$ cat src/rtl/wdr_pkg.sv
package wdr_pkg;
  localparam int unsigned DW = 8;
  localparam logic [7:0] ADDR_ARM   = 8'hA8;
  localparam logic [7:0] ADDR_START = 8'hB8;
  localparam int unsigned CTRL_BIT  = 6;
  localparam int unsigned HOLD_CYC  = 12;
  localparam logic [7:0] MASK_EN0   = 8'h9F;
  localparam logic [7:0] MASK_EN1   = 8'h3E;
endpackage

$ cat src/rtl/wdr_selfclr_bit.sv
module wdr_selfclr_bit #(
  parameter int unsigned HOLD = 12,
  localparam int unsigned CW = $clog2(HOLD + 1)
) (
  input  logic clk,
  input  logic rst,
  input  logic set_i,
  input  logic clr_i,
  output logic flag_o
);
  logic [CW-1:0] cnt_q;

  always_ff @(posedge clk) begin
    if (rst) begin
      flag_o <= 1'b0;
      cnt_q  <= '0;
    end else if (set_i) begin
      flag_o <= 1'b1;
      cnt_q  <= CW'(HOLD - 1);
    end else if (clr_i) begin
      flag_o <= 1'b0;
      cnt_q  <= '0;
    end else if (flag_o) begin
      if (cnt_q == '0) flag_o <= 1'b0;
      else             cnt_q  <= cnt_q - 1'b1;
    end
  end

  // a set always opens a full fresh window
  a_r10_restart: assert property (@(posedge clk) disable iff (rst)
    set_i |=> (flag_o && cnt_q == CW'(HOLD - 1)));
  // window counter never exceeds its length
  a_r3_bounded: assert property (@(posedge clk) disable iff (rst)
    flag_o |-> (cnt_q <= CW'(HOLD - 1)));
  // a clear without a set drops the flag
  a_r12_clear: assert property (@(posedge clk) disable iff (rst)
    (clr_i && !set_i) |=> !flag_o);
endmodule

$ cat src/rtl/wdr_counter.sv
module wdr_counter #(
  parameter int unsigned TIMEOUT = 64,
  localparam int unsigned CW = (TIMEOUT > 1) ? $clog2(TIMEOUT) : 1
) (
  input  logic clk,
  input  logic rst,
  input  logic start_wr_i,
  input  logic arm_i,
  output logic wdg_rst_o
);
  logic          run_q;
  logic [CW-1:0] cnt_q;
  logic          load;

  assign load = start_wr_i && (!run_q || arm_i);

  always_ff @(posedge clk) begin
    if (rst) begin
      run_q     <= 1'b0;
      cnt_q     <= '0;
      wdg_rst_o <= 1'b0;
    end else begin
      wdg_rst_o <= 1'b0;
      if (load) begin
        run_q <= 1'b1;
        cnt_q <= CW'(TIMEOUT - 1);
      end else if (run_q) begin
        if (cnt_q == '0) begin
          wdg_rst_o <= 1'b1;
          cnt_q     <= CW'(TIMEOUT - 1);
        end else begin
          cnt_q <= cnt_q - 1'b1;
        end
      end
    end
  end

  // once running, only reset stops it
  a_r9_no_stop: assert property (@(posedge clk) disable iff (rst)
    run_q |=> run_q);
  // pulse is a single cycle
  a_r11_single_pulse: assert property (@(posedge clk) disable iff (rst)
    wdg_rst_o |=> !wdg_rst_o);
  // without a qualified load a running count keeps descending
  a_r7_no_reload: assert property (@(posedge clk) disable iff (rst)
    (run_q && !load && cnt_q != '0) |=> (cnt_q == $past(cnt_q) - 1'b1));
  // expiry produces a pulse
  a_r5_fire: assert property (@(posedge clk) disable iff (rst)
    (run_q && !load && cnt_q == '0) |=> wdg_rst_o);
  // no pulse while stopped
  a_r1_idle: assert property (@(posedge clk) disable iff (rst)
    (!run_q && !start_wr_i) |=> !wdg_rst_o);
endmodule

$ cat src/rtl/wdr_ctrl_top.sv
module wdr_ctrl_top #(
  parameter int unsigned TIMEOUT = 64
) (
  input  logic       clk,
  input  logic       rst,
  input  logic [7:0] sfr_addr_i,
  input  logic [7:0] sfr_wdata_i,
  input  logic       sfr_we_i,
  output logic [7:0] sfr_rdata_o,
  output logic       wdg_rst_o
);
  import wdr_pkg::*;

  logic       wr_arm_reg, wr_start_reg;
  logic [7:0] en0_q, en1_q;
  logic       arm_flag, start_flag;
  logic       arm_set, arm_clr, start_set, start_clr;
  logic [7:0] rd_mux;

  assign wr_arm_reg   = sfr_we_i && (sfr_addr_i == ADDR_ARM);
  assign wr_start_reg = sfr_we_i && (sfr_addr_i == ADDR_START);
  assign arm_set      = wr_arm_reg   &&  sfr_wdata_i[CTRL_BIT];
  assign arm_clr      = wr_arm_reg   && !sfr_wdata_i[CTRL_BIT];
  assign start_set    = wr_start_reg &&  sfr_wdata_i[CTRL_BIT];
  assign start_clr    = wr_start_reg && !sfr_wdata_i[CTRL_BIT];

  always_ff @(posedge clk) begin
    if (rst) begin
      en0_q <= '0;
      en1_q <= '0;
    end else begin
      if (wr_arm_reg)   en0_q <= sfr_wdata_i & MASK_EN0;
      if (wr_start_reg) en1_q <= sfr_wdata_i & MASK_EN1;
    end
  end

  wdr_selfclr_bit #(.HOLD(HOLD_CYC)) u_arm (
    .clk(clk), .rst(rst), .set_i(arm_set), .clr_i(arm_clr), .flag_o(arm_flag)
  );

  wdr_selfclr_bit #(.HOLD(HOLD_CYC)) u_start (
    .clk(clk), .rst(rst), .set_i(start_set), .clr_i(start_clr), .flag_o(start_flag)
  );

  wdr_counter #(.TIMEOUT(TIMEOUT)) u_cnt (
    .clk(clk), .rst(rst), .start_wr_i(start_set), .arm_i(arm_flag),
    .wdg_rst_o(wdg_rst_o)
  );

  always_comb begin
    rd_mux = '0;
    if (sfr_addr_i == ADDR_ARM) begin
      rd_mux = en0_q;
      rd_mux[CTRL_BIT] = arm_flag;
    end else if (sfr_addr_i == ADDR_START) begin
      rd_mux = en1_q;
      rd_mux[CTRL_BIT] = start_flag;
    end
  end

  always_ff @(posedge clk) begin
    if (rst) sfr_rdata_o <= '0;
    else     sfr_rdata_o <= rd_mux;
  end

  // undefined bits never read as 1
  a_r2_undef_zero: assert property (@(posedge clk) disable iff (rst)
    ($past(sfr_addr_i) == ADDR_START) |-> (sfr_rdata_o[7] == 1'b0 && sfr_rdata_o[0] == 1'b0));
endmodule

$ cat config.mk
export PLATFORM = sky130hd
export DESIGN_NAME = wdr_ctrl_top
export DESIGN_NICKNAME = d
export VERILOG_FILES = /design/src/rtl/wdr_pkg.sv /design/src/rtl/wdr_selfclr_bit.sv /design/src/rtl/wdr_counter.sv /design/src/rtl/wdr_ctrl_top.sv
export SDC_FILE = /design/constraint.sdc
export NUM_CORES = 1
export LEC_CHECK = 0
export ABC_AREA = 0
export BUFFER_PORTS_ARGS = -buffer_cell sky130_fd_sc_hd__buf_2
export CAP_MARGIN = 20
export CORE_ASPECT_RATIO = 0.5
export CORE_UTILIZATION = 50
export CTS_BUF_LIST = sky130_fd_sc_hd__clkbuf_16
export CTS_CLUSTER_DIAMETER = 50
export DETAILED_ROUTE_END_ITERATION = 10
export PLACE_DENSITY = 0.79
export SLEW_MARGIN = 20
export SYNTH_ARGS = -nofsm -noshare
export SYNTH_HDL_FRONTEND = slang
export SYNTH_HIERARCHICAL = 1
export SYNTH_SLANG_ARGS = --single-unit
$ cat constraint.sdc
create_clock -name clk -period 1.8 [get_ports clk]
set_clock_uncertainty 0.1 [all_clocks]
set_input_delay 0.18 -clock clk [delete_from_list [all_inputs] [get_ports clk]]
set_output_delay 0.18 -clock clk [all_outputs]
set_load 0.02 [all_outputs]
# After elaboration in Yosys (flattened, before gate mapping)
# Cells that the tools add are included.
# classes
addsub	3
n_eq_ne	4
n_mux	22
bitwise	4
n_reduce_logical	24
# ops
op	n
$mux 4	8
$mux 6	3
$eq 8x8->1 const B	2
$reduce_or 3->1	4
$mux 1	9
$logic_not 4->1	2
$mux 8	1
$reduce_and 2->1	4
$sub 4x1->4 const B	2
$logic_and 1x1->1	7
$mux 7	1
$logic_not 6->1	1
$reduce_bool 3->1	2
$sub 6x1->6 const B	1
$not 1->1	4
$ne 3x2->1 const B	1
$ne 3x3->1 const B	1
$logic_not 1->1	2
$reduce_bool 2->1	1
$logic_or 1x1->1	1
# totals
ff_bits	37
inputBits	19
output_inout_bits	9

# Longest topological paths before layout
# Gate-level depths: netlist (run 1).
# depth
ltp_word	5
ltp_mapped	8

# Hierarchy
# The synthesis (run 1) kept the hierarchy.
# by_module_without_submodules
mod	n_inst	cells_each	area_each_um2	seq_area_each_um2
wdr_ctrl_top	1	76	807.0	380.4
wdr_selfclr_bit	2	31	281.5	100.1
wdr_counter	1	45	420.4	160.2

# Worst setup path after synthesis (run 1)
# OpenSTA, ideal clock, no wires.
# synth_timing
path_type	input-to-reg
start	in sfr_addr_i[5]
end	reg u_cnt.cnt_q[4]
t_arrival_ps	1641
required_ps	1567
setup_slack_ps	-73
stages	8
path_buffers	1
path_cell_list	and4b_1 > and4_4 > buf_6 > and2_1 > or2_2 > a31o_2 > a21oi_1 > a311oi_1
# synth_via
elab_chain_len	5
elab_cells_between_ends	6
cone_classes	1 x eq/ne; 1 x mux; 4 x reduce/logical
# synth_lines
element	line	source
from (decl)	wdr_ctrl_top.sv:6	input logic [7:0] sfr_addr_i,
$eq 8x8->1 (*)	wdr_ctrl_top.sv:21	assign wr_start_reg = sfr_we_i && (sfr_addr_i == ADDR_START);
$logic_and 1x1->1 (*)	wdr_ctrl_top.sv:21	
$logic_and 1x1->1 (*)	wdr_ctrl_top.sv:24	assign start_set = wr_start_reg && sfr_wdata_i[CTRL_BIT];
via start_set	wdr_ctrl_top.sv:17	logic arm_set, arm_clr, start_set, start_clr;
$logic_and 1x1->1 (*)	wdr_counter.sv:15	assign load = start_wr_i && (!run_q || arm_i);
$mux 6 or $reduce_bool 2->1 (tied branches)	n/a	
to (signal assigned)	wdr_counter.sv:26	cnt_q <= CW'(TIMEOUT - 1);
to (signal assigned)	wdr_counter.sv:30	cnt_q <= CW'(TIMEOUT - 1);
to (signal assigned)	wdr_counter.sv:32	cnt_q <= cnt_q - 1'b1;
to (decl)	wdr_counter.sv:12	logic [CW-1:0] cnt_q;
# The timed path passes the listed nets; every way through them passes the cells marked *.
# A chain may end at the register's enable or synchronous reset.

# Final worst setup path (run 1)
# layout_timing
start	reg u_start.cnt_q[0]
end	reg u_start.cnt_q[1]
# layout_via
elab_chain_len	5
elab_cells_between_ends	8
cone_classes	1 x add/sub; 1 x eq/ne; 4 x mux; 2 x reduce/logical
# layout_lines
element	line	source
from (decl)	wdr_selfclr_bit.sv:11	logic [CW-1:0] cnt_q;
from (signal assigned)	wdr_selfclr_bit.sv:19	cnt_q <= CW'(HOLD - 1);
from (signal assigned)	wdr_selfclr_bit.sv:25	else cnt_q <= cnt_q - 1'b1;
$sub 4x1->4	wdr_selfclr_bit.sv:25	
$mux 4	wdr_selfclr_bit.sv:24	if (cnt_q == '0) flag_o <= 1'b0;
$mux 4	wdr_selfclr_bit.sv:23	end else if (flag_o) begin
$mux 4	wdr_selfclr_bit.sv:20	end else if (clr_i) begin
$mux 4	wdr_selfclr_bit.sv:17	end else if (set_i) begin
# Parallel ways exist; a longest one is shown, timed or not. The select of a mux whose other input is x is not followed.

==> impl_metrics.tcl, run 1 <==
set metrics [dict create \
    wirelength_met1_um 1726 \
    drt.antenna.violating_nets 0 \
    avgSynthCellArea_um2 9.784 \
    fillers 239 \
    dp_slack_ps -3.695 \
    synthTopCellsByArea "dfxtp_1 41%, mux2i_1 10%, nand2b_1 7.7%" \
    setup_violations 0 \
    grt_max_degree 45 \
    ys_seq_area_frac 0.4137 \
    start_kind "register" \
    end_kind "register" \
    root_buffer "clkbuf_16" \
    worst_pin_slew_ps 658.1 \
    die_height_um 44.32 \
    cts_htree_levels 2 \
    synth.distinct_cells 42 \
    vdd_drop_max_mv 0.5308 \
    post-synth-top-area-cell "dfxtp_1" \
    start_util 0.5585 \
    fin_ws_ps 65.54 \
    grt_usage 0.2097 \
    min_path_type "in -> reg" \
    utilization 0.6760 \
    ys_ff_latch 37 \
    die_x_um 86.63 \
    layout.nets 238 \
    port_buffers 27 \
    relSlewSlack 0.5613 \
    ctsHoldBuffers 0 \
    clkTransAtPathRegs_ps 50 \
    ios 28 \
    drcViolationCount 0 \
    grt_overflow_total 0 \
    period_needed_ps 1734 \
    rows 14 \
    syn-instance-count 183 \
    synth_most_common_cell "dfxtp_1" \
    synth-main-ff-cell "dfxtp_1" \
    hold_viol 0 \
    synth_edf_count 0 \
    arrival_ps 1840 \
    core_area_um2 3206 \
    p_leak_nw 0.8910 \
    met3_length_um 120 \
    drt_wl_total_um 3541 \
    timing.fmax_mhz 576.5 \
    vias 1384 \
    cts_max_path_buffers 2 \
    grt_pass1_wl_um 5885 \
    synth_fp_nets 208 \
    crit_fanout 6 \
    wl_met2_um 1680 \
    hpwl_um 2355 \
    status "completed" \
    synth_common_cells "37 x dfxtp_1, 22 x nand2b_1, 18 x mux2i_1, 18 x nor2_1, 10 x nor3_1" \
    die-area_um2 3839 \
    cp.required_ps 1910 \
    dr.pass1.iters 4 \
    ys.warnings.count 6 \
    async_reset_ff_frac 0 \
    cellPowerDensity_nw_per_um2 925.6 \
    clock_latency_ps 280 \
    seqCellArea_um2 740.7 \
    antenna_cells 0 \
    cts_made_buffers 5 \
    initialDrtViolationCount 65 \
    slowest_delay_ps 430 \
    crit_chain "inv_1 > ha_1 > or3b_4 > a2111o_1 > nand3_1" \
    syn-cell-area_um2 1790 \
    cts_tree "built" \
    rsz0062_at_grt "no" \
    wl_per_cell_um 13.52 \
    cts_sinks 37 \
    via_per_inst 5.282 \
    crit_type "reg -> reg" \
    drv_slew 0 \
    antenna_found_initial 0 \
    post-route-period-util 0.9636 \
    synthToLayoutAreaGrowth_pct 21.03 \
    synth_top_cell_area_share 0.4137 \
    multi_input_area_um2 969.7 \
    topRoutingLayerUsed "met4" \
    drive_above_1_share 0.2477 \
    place_congestion 0.8293 \
    cp_slowest_cell "a2111o_1" \
    grt_pass1_vias 1244 \
    cap_viol_max_count 0 \
]
[cells by family (layout without fill, tap and decap cells)]
family                     Yosys count  after routing  share of synthesized area
adders and majority gates            6              6                    0.04193
muxes                               18             18                     0.1006
DFF                                 37             37                     0.4137
buffers and inverters               18             49                    0.04961
AOI/OAI and AO/OA                   22             22                     0.1111
and+or+nand+nor                     82             82                     0.2830
[layout by cell type, fill, tap and decap left out, types with 2 or more instances in the layout]
master,n
o21ai_0,3
bufinv_16,2
buf_4,5
nor3b_1,2
nand3_1,9
o31ai_1,2
mux2i_1,18
buf_2,27
a2111o_1,4
nor3_1,10
dfxtp_1,37
a31oi_1,2
nor4b_1,3
nand2b_1,22
clkbuf_16,5
nand4b_1,3
ha_1,6
a21bo_2,2
inv_1,9
nor2_1,18
[final cells by class]
cell class | count | area share
tap | 48 | 0.02771
multi-input combinational | 128 | 0.4475
clock inverter | 3 | 0.03002
sequential | 37 | 0.3418
inverter | 9 | 0.01559
timing repair buffer | 32 | 0.07968
clock buffer | 5 | 0.05774
[where the power goes]
part	internal, W	switching, W
Sequential	0.000820	0.000000781
Combinational	0.0000328	0.0000356
Clock	0.000790	0.000326
Total	0.00164	0.000362
[state kept, by name, indices dropped and copies added (netlist names)]
| register | count |
|---|---|
| en0_q | 6 |
| en1_q | 5 |
| sfr_rdata_o | 8 |
| u_arm/cnt_q | 4 |
| u_arm/flag_o | 1 |
| u_cnt/cnt_q | 6 |
| u_cnt/run_q | 1 |
| u_cnt/wdg_rst_o | 1 |
| u_start/cnt_q | 4 |
| u_start/flag_o | 1 |
[critical path: cells and delay by family, from the launching register on]
kind | cells | cell delay (ps)
and+or+nand+nor | 2 | 530
AOI/OAI and AO/OA | 1 | 430
DFF | 1 | 320
adders and majority gates | 1 | 180
buffers and inverters | 1 | 110
[worst paths after layout]
| path | depth (start not counted) | start | to | slack (ps) |
|---|---|---|---|---|
| worst max-delay path | 5 | u_start/cnt_q[0] | u_start/cnt_q[1] | 70 |
| worst min register to register | 2 | en1_q[5] | sfr_rdata_o[5] | 340 |
| worst max register to register | 5 | u_start/cnt_q[0] | u_start/cnt_q[1] | 70 |
| worst min-delay path | 3 | sfr_wdata_i[7] | en0_q[7] | 60 |
[repair_timing]
action,in CTS,in global routing
setup endpoints to repair,0,3
resized for setup,0,2
buffers inserted,0,0
[per-stage QoR]
stage | cells | setup TNS (ps) | hold slack, ps | total power (W) | area, um2
finish | 262 | 0 | 61.09 | 0.002006 | 2167
global route | 262 | 0 | 93.68 | 0.002066 | 2167
CTS | 262 | 0 | 57.67 | 0.002021 | 2163
detailed placement | 254 | -3.695 | 330.0 | 0.0009057 | 1973
global placement | 254 | 0 | 328.9 | 0.0009039 | 1973
floorplan | 183 | 0 | 152.4 | 0.0008722 | 1795
[metal layers]
layer,vias up,track usage
met3,2,0.07836
li1,709,-
met4,0,0.06000
met5,-,0
met2,24,0.3492
met1,649,0.2605
Note: power is estimated with default switching activity, not from simulation.
==> run 2, diff against run 1 <==
--- a/config.mk
+++ b/config.mk
@@ -13,7 +13,7 @@
 export CTS_BUF_LIST = sky130_fd_sc_hd__clkbuf_16
 export CTS_CLUSTER_DIAMETER = 50
 export DETAILED_ROUTE_END_ITERATION = 10
-export PLACE_DENSITY = 0.79
+export PLACE_DENSITY_LB_ADDON = 0.25
 export SLEW_MARGIN = 20
 export SYNTH_ARGS = -nofsm -noshare
 export SYNTH_HDL_FRONTEND = slang
==> run 2 against run 1 <==
Effect of this change: count of clock-buffer cells in the layout did not move; hold slack gained 5.7 ps; core utilization decreased by 0.51 points; first-iteration DRC count rose by 18%; sequential cell count is the same; critical path type unchanged; die area stayed put; critical endpoint is now u_arm/cnt_q[0].
==> impl_metrics.tcl, run 2 (synthesized netlist as in run 1, its figures left out) <==
set metrics [dict create \
    synthToLayoutAreaGrowth_pct 20.13 \
    layout.nets 238 \
    hold_viol 0 \
    final_area_um2 2151 \
    critPathBufInv 1 \
    crit_fanout 6 \
    cp_top_family "simple AND/OR/NAND/NOR gates" \
    grt_max_degree 45 \
    hpwl_um 2277 \
    arrival_ps 1820 \
    vdd_drop_max_mv 0.5658 \
    final_common_cell "dfxtp_1" \
    die-area_um2 3839 \
    root_buffer "clkbuf_16" \
    via_per_inst 5.294 \
    start_util 0.5585 \
    cts_tree "built" \
    drive_above_1_share 0.2570 \
    cts_htree_levels 2 \
    drt.antenna.violating_nets 0 \
    grt_pass1_wl_um 5885 \
    min_path_type "in -> reg" \
    grt_overflow_total 0 \
    drt_wl_total_um 3386 \
    rows 14 \
    ff2ff_setup_slack_ps 90 \
    vias 1387 \
    clkTransAtPathRegs_ps 50 \
    cts_max_path_buffers 2 \
    dp_slack_ps -40.31 \
    p_leak_nw 0.8739 \
    regMostFlops "sfr_rdata_o" \
    fin_ws_ps 91.38 \
    ios 28 \
    dr.pass1.iters 4 \
    timing.fmax_mhz 585.3 \
    setup_violations 0 \
    cp_slowest_cell "a2111o_1" \
    die_height_um 44.32 \
    drv_slew 0 \
    clock_latency_ps 270 \
    cts_sinks 37 \
    crit_type "reg -> reg" \
    crit_chain "inv_1 > ha_1 > or3b_4 > a2111o_1 > nand3_1" \
    top_regs "sfr_rdata_o (8), en0_q (6), u_cnt/cnt_q (6)" \
    relSlewSlack 0.5530 \
    post-route-period-util 0.9492 \
    cp.required_ps 1920 \
    antenna_found_initial 0 \
    place_congestion 0.8407 \
    utilization 0.6710 \
    initialDrtViolationCount 77 \
    place_inst 254 \
    core_area_um2 3206 \
    start_kind "register" \
    drcViolationCount 0 \
    grt_pass1_vias 1368 \
    antenna_cells 0 \
    wl_per_cell_um 12.92 \
    cts_made_buffers 5 \
    status "completed" \
    layout_common_cells "37 x dfxtp_1, 27 x buf_2, 22 x nand2b_1" \
    rsz0062_at_grt "no" \
    largest_register_ffs 8 \
    place_area_um2 1973 \
    cts_setup_buffers 0 \
    port_buffers 27 \
    cellPowerDensity_nw_per_um2 858.9 \
    die_x_um 86.63 \
    grt_usage 0.2066 \
    cap_viol_max_count 0 \
    period_needed_ps 1709 \
    worst_pin_slew_ps 670.5 \
    stdcell_count 262 \
    slowest_delay_ps 430 \
    end_kind "register" \
]
==> run 2: cell count changes in the layout (fill, tap and decap cells not counted), sizes merged <==
cell / delta
bufinv: -1
clkinvlp: +1
==> run 2: power by group <==
group          internal, W  total [W]  switching, W  leakage (nW)
registers         0.000820   0.000821   0.000000779         0.298
logic            0.0000328  0.0000683     0.0000355         0.499
clock network     0.000647   0.000958      0.000311        0.0775
==> run 2: worst paths after layout <==
path,to,cells after the start,startpoint
setup / recovery,u_arm/cnt_q[0],5,u_arm/cnt_q[0]
hold / removal,en0_q[7],3,sfr_wdata_i[7]
hold reg to reg,sfr_rdata_o[5],2,en1_q[5]
setup reg to reg,u_arm/cnt_q[0],5,u_arm/cnt_q[0]
==> run 2: cell type report <==
class	instances	area [um2]
clock buffers	5	125.1
multi-input cells	128	977.2
repair buffers	32	172.7
inverters	9	33.78
flip-flops and latches	37	740.7
fillers	246	1055
well taps	48	60.06
clock inverters	3	41.29
==> run 2: timing repair <==
action,4_1_cts,5_1_grt
gates resized for setup,0,5
setup endpoints to repair,0,4
hold buffers,0,0
==> run 2: stage by stage <==
| stage | hold WS [ps] | setup TNS, ps | power (W) |
|---|---|---|---|
| global placement | 323.6 | 0 | 0.0009040 |
| global route | 89.96 | 0 | 0.001913 |
| finish | 66.75 | 0 | 0.001847 |
| CTS | 63.51 | 0 | 0.001860 |
| floorplan | 152.4 | 0 | 0.0008722 |
| detailed placement | 331.2 | -40.31 | 0.0009056 |
==> run 2: routing by layer <==
| layer | GRT usage | part of all wire | vias up |
|---|---|---|---|
| met2 | 0.3397 | 0.43 | 32 |
| met5 | 0 | 0 | - |
| li1 | - | - | 716 |
| met4 | 0.1067 | 0.017 | 0 |
| met1 | 0.2529 | 0.51 | 632 |
| met3 | 0.06157 | 0.041 | 7 |
==> run 2: worst register-to-register path: cells and delay by family, from the launching register on <==
family	cells	cell delay, ps
flops	1	330
compound gates	1	430
simple gates	2	510
buf+inv	1	110
fa+ha+maj	1	170
